==> src/rtl/lpclk_pkg.sv <==
package lpclk_pkg;

    typedef enum logic [1:0] {
        ST_RUN   = 2'd0,
        ST_PEND  = 2'd1,
        ST_FSTOP = 2'd2,
        ST_PSTOP = 2'd3
    } lp_state_t;

    parameter int WD_SEL_W = 2;

    localparam logic                DEF_CORE_SEL = 1'b1;
    localparam logic [WD_SEL_W-1:0] DEF_WD_SEL   = 2'b10;
    localparam logic                DEF_TMR_SEL  = 1'b0;

endpackage

==> src/rtl/lpclk_mode_fsm.sv <==
module lpclk_mode_fsm
    import lpclk_pkg::*;
(
    input  logic      clk,
    input  logic      rst_n,
    input  logic      stop_req,
    input  logic      pstop_bit,
    input  logic      osc_en,
    input  logic      osc_rdy,
    output lp_state_t state,
    output logic      stopped,
    output logic      run_like,
    output logic      full_exit,
    output logic      load_ok
);

    lp_state_t nxt;
    logic      pseudo_ok;

    assign pseudo_ok = pstop_bit && osc_en;

    always_comb begin
        nxt = state;
        unique case (state)
            ST_RUN: begin
                if (stop_req) begin
                    if (!pseudo_ok)   nxt = ST_FSTOP;
                    else if (osc_rdy) nxt = ST_PSTOP;
                    else              nxt = ST_PEND;
                end
            end
            ST_PEND: begin
                if (!stop_req)       nxt = ST_RUN;
                else if (!pseudo_ok) nxt = ST_FSTOP;
                else if (osc_rdy)    nxt = ST_PSTOP;
            end
            ST_FSTOP: if (!stop_req) nxt = ST_RUN;
            ST_PSTOP: if (!stop_req) nxt = ST_RUN;
            default:  nxt = ST_RUN;
        endcase
    end

    always_ff @(posedge clk or negedge rst_n) begin
        if (!rst_n) state <= ST_RUN;
        else        state <= nxt;
    end

    always_comb begin
        stopped   = 1'b0;
        run_like  = 1'b0;
        full_exit = 1'b0;
        load_ok   = 1'b0;
        unique case (state)
            ST_RUN: begin
                run_like = 1'b1;
                load_ok  = 1'b1;
            end
            ST_PEND:  run_like = 1'b1;
            ST_FSTOP: begin
                stopped   = 1'b1;
                full_exit = !stop_req;
            end
            ST_PSTOP: stopped = 1'b1;
            default:  run_like = 1'b1;
        endcase
    end

endmodule

==> src/rtl/lpclk_aux_gate.sv <==
module lpclk_aux_gate #(
    parameter int SYNC_STAGES = 2
) (
    input  logic clk,
    input  logic rst_n,
    input  logic want_on,
    output logic gate_on,
    output logic busy
);

    localparam int LAST = SYNC_STAGES - 1;

    logic [LAST:0] stage_q;

    generate
        for (genvar i = 0; i < SYNC_STAGES; i++) begin : g_stage
            if (i == 0) begin : g_first
                always_ff @(posedge clk or negedge rst_n) begin
                    if (!rst_n) stage_q[0] <= 1'b1;
                    else        stage_q[0] <= want_on;
                end
            end else begin : g_next
                always_ff @(posedge clk or negedge rst_n) begin
                    if (!rst_n) stage_q[i] <= 1'b1;
                    else        stage_q[i] <= stage_q[i-1];
                end
            end
        end
    endgenerate

    assign gate_on = stage_q[LAST];
    assign busy    = (stage_q != {SYNC_STAGES{want_on}});

endmodule

==> src/rtl/lpclk_sel_regs.sv <==
module lpclk_sel_regs
    import lpclk_pkg::*;
(
    input  logic                clk,
    input  logic                rst_n,
    input  logic                load,
    input  logic                restore,
    input  logic                core_in,
    input  logic [WD_SEL_W-1:0] wd_in,
    input  logic                tmr_in,
    output logic                core_q,
    output logic [WD_SEL_W-1:0] wd_q,
    output logic                tmr_q
);

    always_ff @(posedge clk or negedge rst_n) begin
        if (!rst_n) begin
            core_q <= DEF_CORE_SEL;
            wd_q   <= DEF_WD_SEL;
            tmr_q  <= DEF_TMR_SEL;
        end else if (restore) begin
            core_q <= DEF_CORE_SEL;
            wd_q   <= DEF_WD_SEL;
            tmr_q  <= DEF_TMR_SEL;
        end else if (load) begin
            core_q <= core_in;
            wd_q   <= wd_in;
            tmr_q  <= tmr_in;
        end
    end

endmodule

==> src/rtl/lpclk_ctrl.sv <==
module lpclk_ctrl
    import lpclk_pkg::*;
#(
    parameter int AUX_SYNC = 2
) (
    input  logic                clk,
    input  logic                rst_n,
    input  logic                stop_req,
    input  logic                pstop_bit,
    input  logic                osc_en,
    input  logic                osc_rdy,
    input  logic                wd_en,
    input  logic                tmr_en,
    input  logic                wd_static,
    input  logic                dbg_active,
    input  logic                dbg_stop,
    input  logic                dbg_max_en,
    input  logic                sel_wr,
    input  logic                core_sel_in,
    input  logic [WD_SEL_W-1:0] wd_sel_in,
    input  logic                tmr_sel_in,
    output logic                core_sel,
    output logic [WD_SEL_W-1:0] wd_sel,
    output logic                tmr_sel,
    output logic                wd_clk_en,
    output logic                tmr_clk_en,
    output logic                wd_force_max,
    output logic                osc_run,
    output logic                aux_busy
);

    lp_state_t state;
    logic      stopped;
    logic      run_like;
    logic      full_exit;
    logic      load_ok;
    logic      aux_want;
    logic      aux_gate;
    logic      wd_aux;
    logic      freeze;

    lpclk_mode_fsm u_fsm (
        .clk       (clk),
        .rst_n     (rst_n),
        .stop_req  (stop_req),
        .pstop_bit (pstop_bit),
        .osc_en    (osc_en),
        .osc_rdy   (osc_rdy),
        .state     (state),
        .stopped   (stopped),
        .run_like  (run_like),
        .full_exit (full_exit),
        .load_ok   (load_ok)
    );

    lpclk_sel_regs u_sel (
        .clk     (clk),
        .rst_n   (rst_n),
        .load    (sel_wr && load_ok),
        .restore (full_exit),
        .core_in (core_sel_in),
        .wd_in   (wd_sel_in),
        .tmr_in  (tmr_sel_in),
        .core_q  (core_sel),
        .wd_q    (wd_sel),
        .tmr_q   (tmr_sel)
    );

    assign wd_aux   = wd_sel[WD_SEL_W-1];
    assign aux_want = !(stopped && wd_static && wd_aux);

    lpclk_aux_gate #(.SYNC_STAGES(AUX_SYNC)) u_aux (
        .clk     (clk),
        .rst_n   (rst_n),
        .want_on (aux_want),
        .gate_on (aux_gate),
        .busy    (aux_busy)
    );

    assign freeze = dbg_active && dbg_stop;

    always_comb begin
        wd_clk_en    = 1'b0;
        tmr_clk_en   = 1'b0;
        osc_run      = osc_en;
        wd_force_max = freeze && dbg_max_en;
        unique case (state)
            ST_RUN, ST_PEND: begin
                tmr_clk_en = 1'b1;
                wd_clk_en  = wd_aux ? aux_gate : 1'b1;
            end
            ST_FSTOP: begin
                osc_run   = 1'b0;
                wd_clk_en = wd_aux && aux_gate;
            end
            ST_PSTOP: begin
                tmr_clk_en = tmr_en;
                wd_clk_en  = wd_aux ? aux_gate : wd_en;
            end
            default: begin
                tmr_clk_en = 1'b1;
                wd_clk_en  = 1'b1;
            end
        endcase
        if (freeze) begin
            wd_clk_en  = 1'b0;
            tmr_clk_en = 1'b0;
        end
    end

endmodule

==> config.mk <==
export PLATFORM = sky130hd
export DESIGN_NAME = lpclk_ctrl
export DESIGN_NICKNAME = d
export VERILOG_FILES = /design/src/rtl/lpclk_pkg.sv /design/src/rtl/lpclk_mode_fsm.sv /design/src/rtl/lpclk_aux_gate.sv /design/src/rtl/lpclk_sel_regs.sv /design/src/rtl/lpclk_ctrl.sv
export SDC_FILE = /design/constraint.sdc
export NUM_CORES = 1
export LEC_CHECK = 0
export BUFFER_PORTS_ARGS = -buffer_cell sky130_fd_sc_hd__buf_2
export CAP_MARGIN = 10
export CORE_AREA = 2 2 39 41
export DETAILED_ROUTE_END_ITERATION = 10
export DIE_AREA = 0 0 41 43
export GPL_ROUTABILITY_DRIVEN = 0
export HOLD_SLACK_MARGIN = 0.03
export MAX_ROUTING_LAYER = met4
export PLACE_DENSITY_LB_ADDON = 0.08
export SKIP_CTS_REPAIR_TIMING = 1
export SLEW_MARGIN = 20
export SYNTH_ARGS = -nofsm -noshare
export SYNTH_HDL_FRONTEND = slang
export SYNTH_SLANG_ARGS = --single-unit
==> constraint.sdc <==
create_clock -name clk -period 1.35 [get_ports clk]
set_input_delay 0.0675 -clock clk [delete_from_list [all_inputs] [get_ports clk]]
set_output_delay 0.0675 -clock clk [all_outputs]
set_load 0.1 [all_outputs]
-- Word-level counts from Yosys, hierarchy flattened
Index checks and enable logic that the tools add are counted.
- register bits after elaboration: 8
- input bits: 17
- output and inout port bits: 9
- equal/unequal tests: 7
- multiplexer cells: 24
- reductions and logical operators: 14
- operators by type and width (cell ; number):
    $mux 2 ; 9
    $mux 1 ; 12
    $logic_and 1x1->1 ; 7
    $pmux 2 s3 ; 1
    $eq 2x2->1 const B ; 2
    $ne 2x2->1 const B ; 2
    $ne 4x4->1 const B ; 1
    $reduce_or 2->1 ; 2
    $pmux 1 s3 ; 1
    $reduce_and 3->1 ; 1
    $eq 2x1->1 const B ; 1
    $logic_not 1->1 ; 2
    $logic_not 2->1 ; 1
    $ne 2x2->1 ; 1
    $pmux 1 s2 ; 1
    $reduce_bool 2->1 ; 1

-- Longest topological paths before layout
- depth in word-level cells: 7
- mapped depth: 3
- depth with buffers taken out: 2

-- Hierarchy
From an unflattened synthesis, not the netlist that was laid out.
- cells, all modules: 39
- area total of the unflattened synthesis: 405.4 µm²
- by module, submodules not included (module ; instances ; cells each ; area an instance (µm²) ; sequential area each (µm²)):
    lpclk_sel_regs ; 1 ; 12 ; 160.2 ; 102.6
    lpclk_mode_fsm ; 1 ; 11 ; 100.1 ; 50.0
    lpclk_aux_gate ; 1 ; 5 ; 72.6 ; 52.6
    lpclk_ctrl ; 1 ; 11 ; 72.6 ; 0.0

-- Worst setup path before layout
No wires, ideal clock.
- path kind: flip-flop to output port
- start: register u_sel.wd_q[1]
- end: output wd_clk_en
- arrival time: 3.300 ns
- data required time: 1.283 ns
- path slack: -2.017 ns
- cell stages (with the launch flop): 3
- path buffers: 0
- path through: dfstp_2 inv_1 a221oi_1
- cells in the longest elaborated chain, start to end: 3
- ends and longest elaborated chain (element ; RTL line ; text):
    from (decl) ; lpclk_sel_regs.sv:12 ; output logic [WD_SEL_W-1:0] wd_q,
    from (signal assigned) ; lpclk_sel_regs.sv:27 ; wd_q <= wd_in;
    $mux 1, or another cell as far along ; lpclk_ctrl.sv:98 ; wd_clk_en = wd_aux ? aux_gate : wd_en;
    $pmux 1 s3 (*) ; lpclk_ctrl.sv:87 ; unique case (state)
    $mux 1 (*) ; lpclk_ctrl.sv:105 ; if (freeze) begin
    to (decl) ; lpclk_ctrl.sv:25 ; output logic wd_clk_en,
Mark *: on every way between the ends. The rest lies on a longest branch, timed or not.

-- Worst setup path in the final report
Ends and elaborated chain as after synthesis.

==> impl_metrics.py <==
metrics = {
    "status": {
        "status": "finished with violations",
        "violations": "negative setup slack",
    },
    "yosys": {
        "synth_area_leaders": "dfstp_2 24%, dfrtp_1 23%, a221oi_1 6.1%",
        "ys_seq_area_share_pct": 47.4,
        "synth_top_area_cell": "dfstp_2",
        "synth_cells": 42,
        "avgSynthCellArea_um2": 10.3,
        "synthDominantCellAreaShare_pct": 24.3,
        "yosys_warnings": 0,
        "synth_nets": 59,
        "ys_types": 21,
        "netlist_area_um2": 433,
        "ys_seq_elements": 8,
    },
    "grt": {
        "overflow": 0,
        "grtUsageTotal_pct": 15.1,
        "grt_pass1_wl_um": 1780,
        "antenna_found_initial": 0,
        "grt_max_degree": 10,
        "grt_pass1_vias": 423,
    },
    "clock_network": {
        "root_buffer": "clkbuf_4",
        "tritoncts": "built",
        "numCtsBuffers": 3,
        "clkSinkCount": 8,
        "clock_path_buffers": 2,
        "htree_levels": 1,
        "worstSkewPairLatency_ns": 0.26,
        "cts.clk_slew.worst_paths_ns": 0.06,
    },
    "setup_path": {
        "critPathMaxFanout": 5,
        "path_class": "register to primary output",
        "cp_data_arrival_time_ns": 1.44,
        "startpoint_type": "register",
        "critPathCaptureType": "primary output",
        "cp.required_ns": 1.28,
    },
    "power_and_ir_drop": {
        "p_total_mw": 0.958,
        "power.density_mw_per_mm2": 1230,
        "vdd.ir_drop.worst_mv": 0.499,
        "p_leak_nw": 0.360,
    },
    "finish": {
        "drive_gt1_share_pct": 60.5,
        "final_cell_area_um2": 779,
        "layout_commonest_cell": "buf_2",
        "area_growth_pct": 80.1,
        "antenna_cells": 0,
        "final_cell_mix": "20 x buf_2, 5 x buf_12, 5 x buf_4, 4 x nor2b_1",
        "final_nets": 94,
        "finish.utilization_pct": 56.3,
    },
    "placed_design": {
        "place_area_um2": 712,
        "io_buffers": 25,
        "post-place-ws_ns": 0.0960,
        "dp_hpwl_um": 866,
    },
    "timing": {
        "maxSlewViolCount": 0,
        "worst_slack_ns": -0.157,
        "slew_headroom_pct": 68.0,
        "grt_setup_unrepaired": "true",
        "period_needed_ns": 1.51,
        "tightest_slew_ns": 0.484,
        "fmax_mhz": 663,
        "skew_ns": 0.0137,
        "final-setup-viol-count": 2,
        "period_share_pct": 112,
        "tns_ns": -0.270,
        "finalHoldViolations": 0,
    },
    "floorplan": {
        "initial_core_util_pct": 31.3,
        "die_h_um": 43,
        "core_area_mm2": 0.00138,
        "rows": 14,
        "boundaryPins": 26,
        "die_w_um": 41,
        "dieArea_mm2": 0.00176,
    },
    "route": {
        "routedWlPerCell_um": 11.9,
        "wl_um": 1090,
        "routed-via-count": 457,
        "drt-pass1-iter-count": 4,
        "via_per_inst": 4.97,
        "drt_iter0_drc": 1,
        "drtAntennaViolNets": 0,
        "drc": 0,
    },
    "job": {
        "max-cap-violations": 0,
    },
    "worst_hold_path": {
        "hold_class": "primary input to register",
    },
}
[cell families after synthesis]
logic type	after synthesis	synth area share (%)
buffers and inverters	4	5.20
AND/OR/NAND/NOR	18	23.7
flip-flops	8	47.4
AO/OA/AOI/OAI	11	21.4
multiplexers	1	2.31
[report_power, final]
| part | switching (mW) | internal, mW | leakage [nW] |
|---|---|---|---|
| logic | 0.302 | 0.157 | 0.255 |
| registers | 0.0256 | 0.276 | 0.0899 |
| clock network | 0.0845 | 0.113 | 0.0150 |
| total | 0.412 | 0.546 | 0.360 |
[path summary, 6_finish.rpt]
path                                        from  slack, ns  depth (start not counted)          endpoint
worst max-delay path               u_sel.wd_q[1]      -0.16                          3         wd_clk_en
worst min-delay path                   wd_static       0.03                          2  u_aux.stage_q[0]
worst max register to register    u_fsm.state[1]       0.07                          3     u_sel.wd_q[0]
worst min register to register  u_aux.stage_q[0]       0.38                          0     u_aux.gate_on
max in group asynchronous                  rst_n       0.92                          2      u_sel.core_q
min in group asynchronous                  rst_n       0.18                          2    u_fsm.state[0]
[synthesized netlist by cell type]
| library cell | number |
|---|---|
| a21boi_0 | 1 |
| a21o_1 | 1 |
| a22oi_1 | 1 |
| nor2b_1 | 4 |
| nand2_1 | 3 |
| mux2i_1 | 1 |
| dfstp_2 | 4 |
| o31a_1 | 1 |
| a221oi_1 | 3 |
| and3_1 | 1 |
| inv_1 | 3 |
| buf_6 | 1 |
| a221o_1 | 2 |
| nor2_1 | 3 |
| and2_1 | 1 |
| nand3b_1 | 1 |
| nor3b_1 | 2 |
| a21boi_1 | 2 |
| nand3_2 | 1 |
| dfrtp_1 | 4 |
| nor3_1 | 2 |
[registers in the layout, summed over array words and instances, names as in the netlist]
name           count
u_aux.gate_on      1
u_fsm.state        2
u_sel.tmr_q        1
u_sel.core_q       1
u_aux.stage_q      1
u_sel.wd_q         2
[routing by layer]
metal	track usage (%)	share of wire, %	vias to the layer above
met1	16.3	37	212
li1	-	-	225
met5	-	0	-
met3	3.14	7.2	2
met4	8.00	0.92	0
met2	24.4	55	18
[worst max-delay path, cell delays in order (launching register included)]
cell and delay (ns):
dfstp_4 0.66, inv_4 0.05, a221oi_4 0.26, buf_12 0.21
[per-stage QoR]
stage	cells	hold WS, ns
CTS	88	-0.358
global route	92	0.0337
finish	92	0.0311
detailed placement	84	-0.0748
floorplan	42	-0.228
global placement	84	-0.0766
[cell type report]
| class | instances | area [um^2] |
|---|---|---|
| multi-input cells | 30 | 259 |
| flip-flops and latches | 8 | 213 |
| well taps | 16 | 20.0 |
| clock buffers | 4 | 26.3 |
| fillers | 112 | 604 |
| inverters | 3 | 13.8 |
| repair buffers | 31 | 248 |
Power figures use the tool's default switching activity.
